$ cat config.mk
export PLATFORM = sky130hd
export DESIGN_NAME = gpio_bank
export DESIGN_NICKNAME = d
export VERILOG_FILES = /design/src/rtl/gpio_bank_pkg.sv /design/src/rtl/gpio_setclr_bank.sv /design/src/rtl/gpio_mode_bank.sv /design/src/rtl/gpio_in_sync.sv /design/src/rtl/gpio_bank.sv
export SDC_FILE = /design/constraint.sdc
export NUM_CORES = 2
export LEC_CHECK = 0
export BUFFER_PORTS_ARGS = -buffer_cell sky130_fd_sc_hd__buf_2
export CAP_MARGIN = 20
export CORE_AREA = 5 5 433 435
export DETAILED_ROUTE_END_ITERATION = 10
export DIE_AREA = 0 0 438 440
export GPL_ROUTABILITY_DRIVEN = 0
export PLACE_DENSITY = 0.48
export REMOVE_ABC_BUFFERS = 1
export SLEW_MARGIN = 20
export SYNTH_ARGS = -nofsm -noshare
export SYNTH_HDL_FRONTEND = slang
export SYNTH_SLANG_ARGS = --single-unit
$ cat constraint.sdc
create_clock -name clk_i -period 2.7 [get_ports clk_i]
set_input_delay 0.27 -clock clk_i [delete_from_list [all_inputs] [get_ports clk_i]]
set_output_delay 0.27 -clock clk_i [all_outputs]
set_load 0.05 [all_outputs]
$ cat src/rtl/gpio_bank_pkg.sv
package gpio_bank_pkg;
  localparam int unsigned REG_W        = 16;
  localparam int unsigned ADDR_W       = 8;
  localparam int unsigned MODE_W       = 3;
  localparam int unsigned MODE_PER_REG = 5;
  localparam int unsigned WIDX_W       = 4;
  localparam int unsigned MIDX_W       = 5;

  typedef enum logic [3:0] {
    GRP_DIR_SET  = 4'h0,
    GRP_DIR_CLR  = 4'h1,
    GRP_OUT_SET  = 4'h2,
    GRP_OUT_CLR  = 4'h3,
    GRP_PEN_SET  = 4'h4,
    GRP_PEN_CLR  = 4'h5,
    GRP_PSEL_SET = 4'h6,
    GRP_PSEL_CLR = 4'h7,
    GRP_PAD      = 4'h8
  } grp_e;

  localparam logic [2:0] MODE_SEG = 3'b101;
endpackage

$ cat src/rtl/gpio_setclr_bank.sv
module gpio_setclr_bank #(
  parameter int unsigned NUM_PINS = 135,
  parameter int unsigned REG_W    = 16,
  parameter int unsigned IDX_W    = 4
) (
  input  logic                clk_i,
  input  logic                rst_ni,
  input  logic                set_i,
  input  logic                clr_i,
  input  logic [IDX_W-1:0]    idx_i,
  input  logic [REG_W-1:0]    wdata_i,
  output logic [NUM_PINS-1:0] q_o
);
  logic [NUM_PINS-1:0] q_q;

  always_ff @(posedge clk_i or negedge rst_ni) begin
    if (!rst_ni) begin
      q_q <= '0;
    end else begin
      for (int p = 0; p < NUM_PINS; p++) begin
        if (idx_i == IDX_W'(p / REG_W) && wdata_i[p % REG_W]) begin
          if (set_i)      q_q[p] <= 1'b1;
          else if (clr_i) q_q[p] <= 1'b0;
        end
      end
    end
  end

  assign q_o = q_q;
endmodule

$ cat src/rtl/gpio_mode_bank.sv
module gpio_mode_bank #(
  parameter int unsigned NUM_PINS = 135,
  parameter int unsigned REG_W    = 16,
  parameter int unsigned MODE_W   = 3,
  parameter int unsigned PER_REG  = 5,
  parameter int unsigned IDX_W    = 5
) (
  input  logic                       clk_i,
  input  logic                       rst_ni,
  input  logic                       we_i,
  input  logic [IDX_W-1:0]           idx_i,
  input  logic [REG_W-1:0]           wdata_i,
  output logic [NUM_PINS*MODE_W-1:0] mode_o
);
  logic [NUM_PINS*MODE_W-1:0] mode_q;

  // whole-word replace: every field of the addressed word is loaded
  always_ff @(posedge clk_i or negedge rst_ni) begin
    if (!rst_ni) begin
      mode_q <= '0;
    end else if (we_i) begin
      for (int p = 0; p < NUM_PINS; p++) begin
        if (idx_i == IDX_W'(p / PER_REG))
          mode_q[p*MODE_W +: MODE_W] <= wdata_i[(p % PER_REG)*MODE_W +: MODE_W];
      end
    end
  end

  assign mode_o = mode_q;
endmodule

$ cat src/rtl/gpio_in_sync.sv
module gpio_in_sync #(
  parameter int unsigned WIDTH = 135
) (
  input  logic             clk_i,
  input  logic             rst_ni,
  input  logic [WIDTH-1:0] d_i,
  output logic [WIDTH-1:0] q_o
);
  logic [WIDTH-1:0] s1_q, s2_q;

  always_ff @(posedge clk_i or negedge rst_ni) begin
    if (!rst_ni) begin
      s1_q <= '0;
      s2_q <= '0;
    end else begin
      s1_q <= d_i;
      s2_q <= s1_q;
    end
  end

  assign q_o = s2_q;
endmodule

$ cat src/rtl/gpio_bank.sv
module gpio_bank
  import gpio_bank_pkg::*;
#(
  parameter int unsigned NUM_PINS = 135
) (
  input  logic                       clk_i,
  input  logic                       rst_ni,
  input  logic                       req_i,
  input  logic                       we_i,
  input  logic [ADDR_W-1:0]          addr_i,
  input  logic [REG_W-1:0]           wdata_i,
  output logic [REG_W-1:0]           rdata_o,
  input  logic [NUM_PINS-1:0]        pad_i,
  output logic [NUM_PINS-1:0]        oe_o,
  output logic [NUM_PINS-1:0]        dout_o,
  output logic [NUM_PINS-1:0]        pull_up_o,
  output logic [NUM_PINS-1:0]        pull_dn_o,
  output logic [NUM_PINS*MODE_W-1:0] mode_o
);
  localparam int unsigned NUM_WORDS  = (NUM_PINS + REG_W - 1) / REG_W;
  localparam int unsigned NUM_MREGS  = (NUM_PINS + MODE_PER_REG - 1) / MODE_PER_REG;
  localparam int unsigned FIELD_BITS = MODE_PER_REG * MODE_W;
  localparam int unsigned NUM_CTRL   = 4;   // dir, out, pull enable, pull select
  localparam int unsigned WPAD_W     = NUM_WORDS * REG_W;
  localparam int unsigned MPAD_W     = NUM_MREGS * FIELD_BITS;

  logic [3:0]        grp;
  logic [WIDX_W-1:0] widx;
  logic [MIDX_W-1:0] midx;
  logic              wr, mode_sel;

  assign grp      = addr_i[7:4];
  assign widx     = addr_i[WIDX_W-1:0];
  assign midx     = addr_i[MIDX_W-1:0];
  assign wr       = req_i & we_i;
  assign mode_sel = (addr_i[7:5] == MODE_SEG);

  logic [NUM_PINS-1:0] ctrl_q [NUM_CTRL];
  logic [WPAD_W-1:0]   rd_word [NUM_CTRL+1];
  logic [NUM_PINS-1:0] din_q;
  logic [NUM_PINS*MODE_W-1:0] mode_q;
  logic [MPAD_W-1:0]   mode_pad;

  for (genvar g = 0; g < NUM_CTRL; g++) begin : g_ctrl
    gpio_setclr_bank #(
      .NUM_PINS(NUM_PINS), .REG_W(REG_W), .IDX_W(WIDX_W)
    ) u_reg (
      .clk_i  (clk_i),
      .rst_ni (rst_ni),
      .set_i  (wr && grp == 4'(2*g)),
      .clr_i  (wr && grp == 4'(2*g+1)),
      .idx_i  (widx),
      .wdata_i(wdata_i),
      .q_o    (ctrl_q[g])
    );
    assign rd_word[g] = WPAD_W'(ctrl_q[g]);
  end

  gpio_mode_bank #(
    .NUM_PINS(NUM_PINS), .REG_W(REG_W), .MODE_W(MODE_W),
    .PER_REG(MODE_PER_REG), .IDX_W(MIDX_W)
  ) u_mode (
    .clk_i  (clk_i),
    .rst_ni (rst_ni),
    .we_i   (wr && mode_sel),
    .idx_i  (midx),
    .wdata_i(wdata_i),
    .mode_o (mode_q)
  );

  gpio_in_sync #(.WIDTH(NUM_PINS)) u_sync (
    .clk_i (clk_i),
    .rst_ni(rst_ni),
    .d_i   (pad_i),
    .q_o   (din_q)
  );

  assign rd_word[NUM_CTRL] = WPAD_W'(din_q);
  assign mode_pad          = MPAD_W'(mode_q);

  always_comb begin
    rdata_o = '0;
    if (mode_sel) begin
      if (int'(midx) < NUM_MREGS)
        rdata_o = REG_W'(mode_pad[int'(midx)*FIELD_BITS +: FIELD_BITS]);
    end else if (grp <= GRP_PAD) begin
      if (int'(widx) < NUM_WORDS) begin
        if (grp == GRP_PAD)
          rdata_o = rd_word[NUM_CTRL][int'(widx)*REG_W +: REG_W];
        else
          rdata_o = rd_word[int'(grp[2:1])][int'(widx)*REG_W +: REG_W];
      end
    end
  end

  assign oe_o      = ctrl_q[0];
  assign dout_o    = ctrl_q[1];
  assign pull_up_o = ctrl_q[2] & ctrl_q[3];
  assign pull_dn_o = ctrl_q[2] & ~ctrl_q[3];
  assign mode_o    = mode_q;
endmodule

==> out/summary.txt <==
detailed placer's ending HPWL: 205.8 mm
Total Negative Setup Slacks: -6.796 ns
cell type of the slowest stage on the worst timing path: sky130_fd_sc_hd__mux4_2
via count: 44710
remaining design rule violation count: 0
type of the worst setup path: reg -> out
final hold violation count: 0
clock transition at the register clock pins on the worst setup and hold paths after CTS: 0.06 ns
number of fill cells in the layout: 17460
Final Slew Violations: 0
Syn Area/Cell: 12.63 um2
overall track demand over capacity in global routing: 27.23%
largest fanout on the critical path: 4
chip height: 440 um
count of boundary I/O pins: 1124
most common library cell in the layout ignoring fill and taps: sky130_fd_sc_hd__dfrtp_1
Area Overhead vs Synth: 31.57%
Max IR drop VDD: 0.3946 mV
Gate Count Post-Synth: 4485
share of synthesized flip-flops with an asynchronous set or reset: 100.0%
post-route clock skew: 0.02694 ns
critical path startpoint category: flip-flop
full die area: 0.1927 mm2
required time of the critical path: 2.43 ns
Yosys top cell by area: sky130_fd_sc_hd__dfrtp_1
commonest cells after routing, fill and taps aside: sky130_fd_sc_hd__dfrtp_1, sky130_fd_sc_hd__buf_2, sky130_fd_sc_hd__o21ai_0
wire length per cell: 32.52 um
design area: 0.07453 mm2
core area: 0.1827 mm2
Multi-input gate area: 0.02302 mm2
synthesized cell area: 0.05665 mm2
pre-CTS setup slack: -0.9214 ns
EDFF count, synth: 0
Initial Utilization: 31.01%
post-layout worst setup margin: -0.6013 ns
tightest hold margin: 0.01057 ns
largest net degree at the start of global routing: 190
root buffer selected by CTS: sky130_fd_sc_hd__clkbuf_16
wirelength, routed: 270.3 mm
Tightest Pin Transition: 1.357 ns
type of the most critical hold path: in -> async
Worst path max stage delay: 0.54 ns
via count of the first global-routing pass: 44900
status: finished, violations left
number of buffers created by CTS: 145
sequential fraction of the synthesis area: 53.67%
total congestion overflow after global routing: 0
leak pwr: 36.02 nW
DRT antenna net count: 0
cell count after placement: 7818
depth of the CTS H-tree: 4
number of nets at the end of the flow: 5975
PwrDens: 609.6 mW/mm2
post-layout minimum cycle time: 3.301 ns
die width: 438 um
proportion of netlist area held by the largest area contributor: 53.67%
critical path cell sequence: mux4_2 > mux4_2 > nand2_2 > a21oi_1 > o21ai_1 > o311ai_1 > buf_4 > buf_6
combined flip-flop and latch cell area: 0.03042 mm2
TritonCTS clock tree: yes
number of antenna violations at the first check in global routing: 16
buffer depth of the longest clock path: 3
Worst slew margin: 9.505%
placed instance area: 0.06672 mm2
top area cells in the synthesized netlist: sky130_fd_sc_hd__dfrtp_1, sky130_fd_sc_hd__mux4_2, sky130_fd_sc_hd__mux2_2, sky130_fd_sc_hd__o31ai_1, sky130_fd_sc_hd__o21ai_0
number of max-cap violations: 0
drt via density: 5.377
timing-limited maximum frequency: 0.3029 GHz
unrepaired setup endpoints after global routing: yes
first-pass GRT wire length: 370.4 mm
proportion of layout cells with a drive suffix above 1: 45.90%
number of optimization iterations in the first detailed-route pass: 6
Final Instance Count excl. Fillers: 8314
later-pin clock latency in the skew report: 0.80 ns
category of the worst setup path capture point: primary output
Cell variety after synth: 62
final number of setup-violating endpoints: 16
Final Power: 45.43 mW
cell mode on critical path: sky130_fd_sc_hd__mux4_2
#FFs+latches synth: 1215
worst path arrival time: 3.03 ns
dominant synthesized flop cell: sky130_fd_sc_hd__dfrtp_1
initial drt markers: 3874
failing checks: negative setup slack
Finished Core Util: 40.80%
number of warnings reported in the yosys synthesis log: 0
sink count of the clock tree: 1215
post-route clock period utilization: 122.3%
count of port buffers added during placement: 1123
number of rows created at floorplan: 157
layout make-up:
cell class | instances | share of cell area [%]
clock inverters | 48 | 1.011
diodes | 10 | 0.03358
repair buffers | 1839 | 17.45
well taps | 2385 | 4.004
clock buffers | 206 | 5.758
flip-flops and latches | 1215 | 40.81
multi-input cells | 2603 | 30.89
inverters | 8 | 0.04029
power breakdown:
group          internal (mW)  leakage [nW]  total (mW)  switching (mW)
logic                   1.73          17.3        5.49            3.76
registers               18.8          16.2        19.2           0.440
clock network           12.3          2.48        20.7            8.40
total                   32.8          36.0        45.4            12.6
metal layers:
| layer | part of all wire, % | track usage [%] | vias up |
|---|---|---|---|
| li1 | - | - | 19150 |
| met1 | 41 | 35.32 | 23380 |
| met2 | 47 | 43.86 | 1722 |
| met3 | 5.4 | 4.439 | 449 |
| met4 | 6.3 | 14.53 | 8 |
| met5 | 0.017 | 0 | - |
kinds of logic after synthesis:
group | count (synthesis) | share of synthesized area, %
buffers and inverters | 667 | 6.929
AO/OA/AOI/OAI | 1282 | 14.41
flip-flops | 1215 | 53.67
AND/OR/NAND/NOR | 583 | 5.699
multiplexers | 738 | 19.29
worst max-delay path: cells and delay by family, from the launching register on:
kind	cells	cell delay (ns)
multiplexers	2	1.02
AND/OR/NAND/NOR	1	0.09
buffers and inverters	2	0.33
flip-flops	1	0.40
AO/OA/AOI/OAI	3	0.37
sequential cells by signal, indices dropped and copies added (netlist names):
signal            flops
g_ctrl.u_reg.q_o    540
u_mode.mode_o       405
u_sync.q_o          135
u_sync.s1_q         135
Yosys cell counts, drive strengths merged (7+ instances only):
library cell and number:
dfrtp 1215, o21ai 582, o31ai 541, buf 413, mux2 407, clkbuf 246
mux4 241, nand2 195, nor2b 142, and2 139, mux2i 90, nor2 52
a21oi 37, a22oi 26, o22ai 17, nand3 16, nor3 16, o221ai 15
nand2b 10, a31oi 9, a2111oi 8, inv 8, a211oi 7, a22o 7
path summary, 6_finish.rpt:
kind,start,to,slack [ns],cells after the start
max,g_ctrl[3].u_reg.q_o[22],rdata_o[6],-0.60,8
min,rst_ni,u_sync.s1_q[74],0.01,2
max reg2reg,u_mode.mode_o[189],u_mode.mode_o[189],1.73,2
min reg2reg,u_sync.s1_q[72],u_sync.q_o[72],0.33,0
max in group asynchronous,rst_ni,g_ctrl[0].u_reg.q_o[121],1.53,4
min in group clk_i,wdata_i[8],g_ctrl[2].u_reg.q_o[8],0.09,3
what timing repair did:
action / in CTS / in global routing
gates resized for setup: 112 / 25
buffers inserted: 78 / 12
endpoints found under the setup margin: 16 / 16
pin swaps: 44 / 17
hold endpoints to repair: 798 / 0
hold buffers: 145 / 0
(Power assumes the default switching activity.)
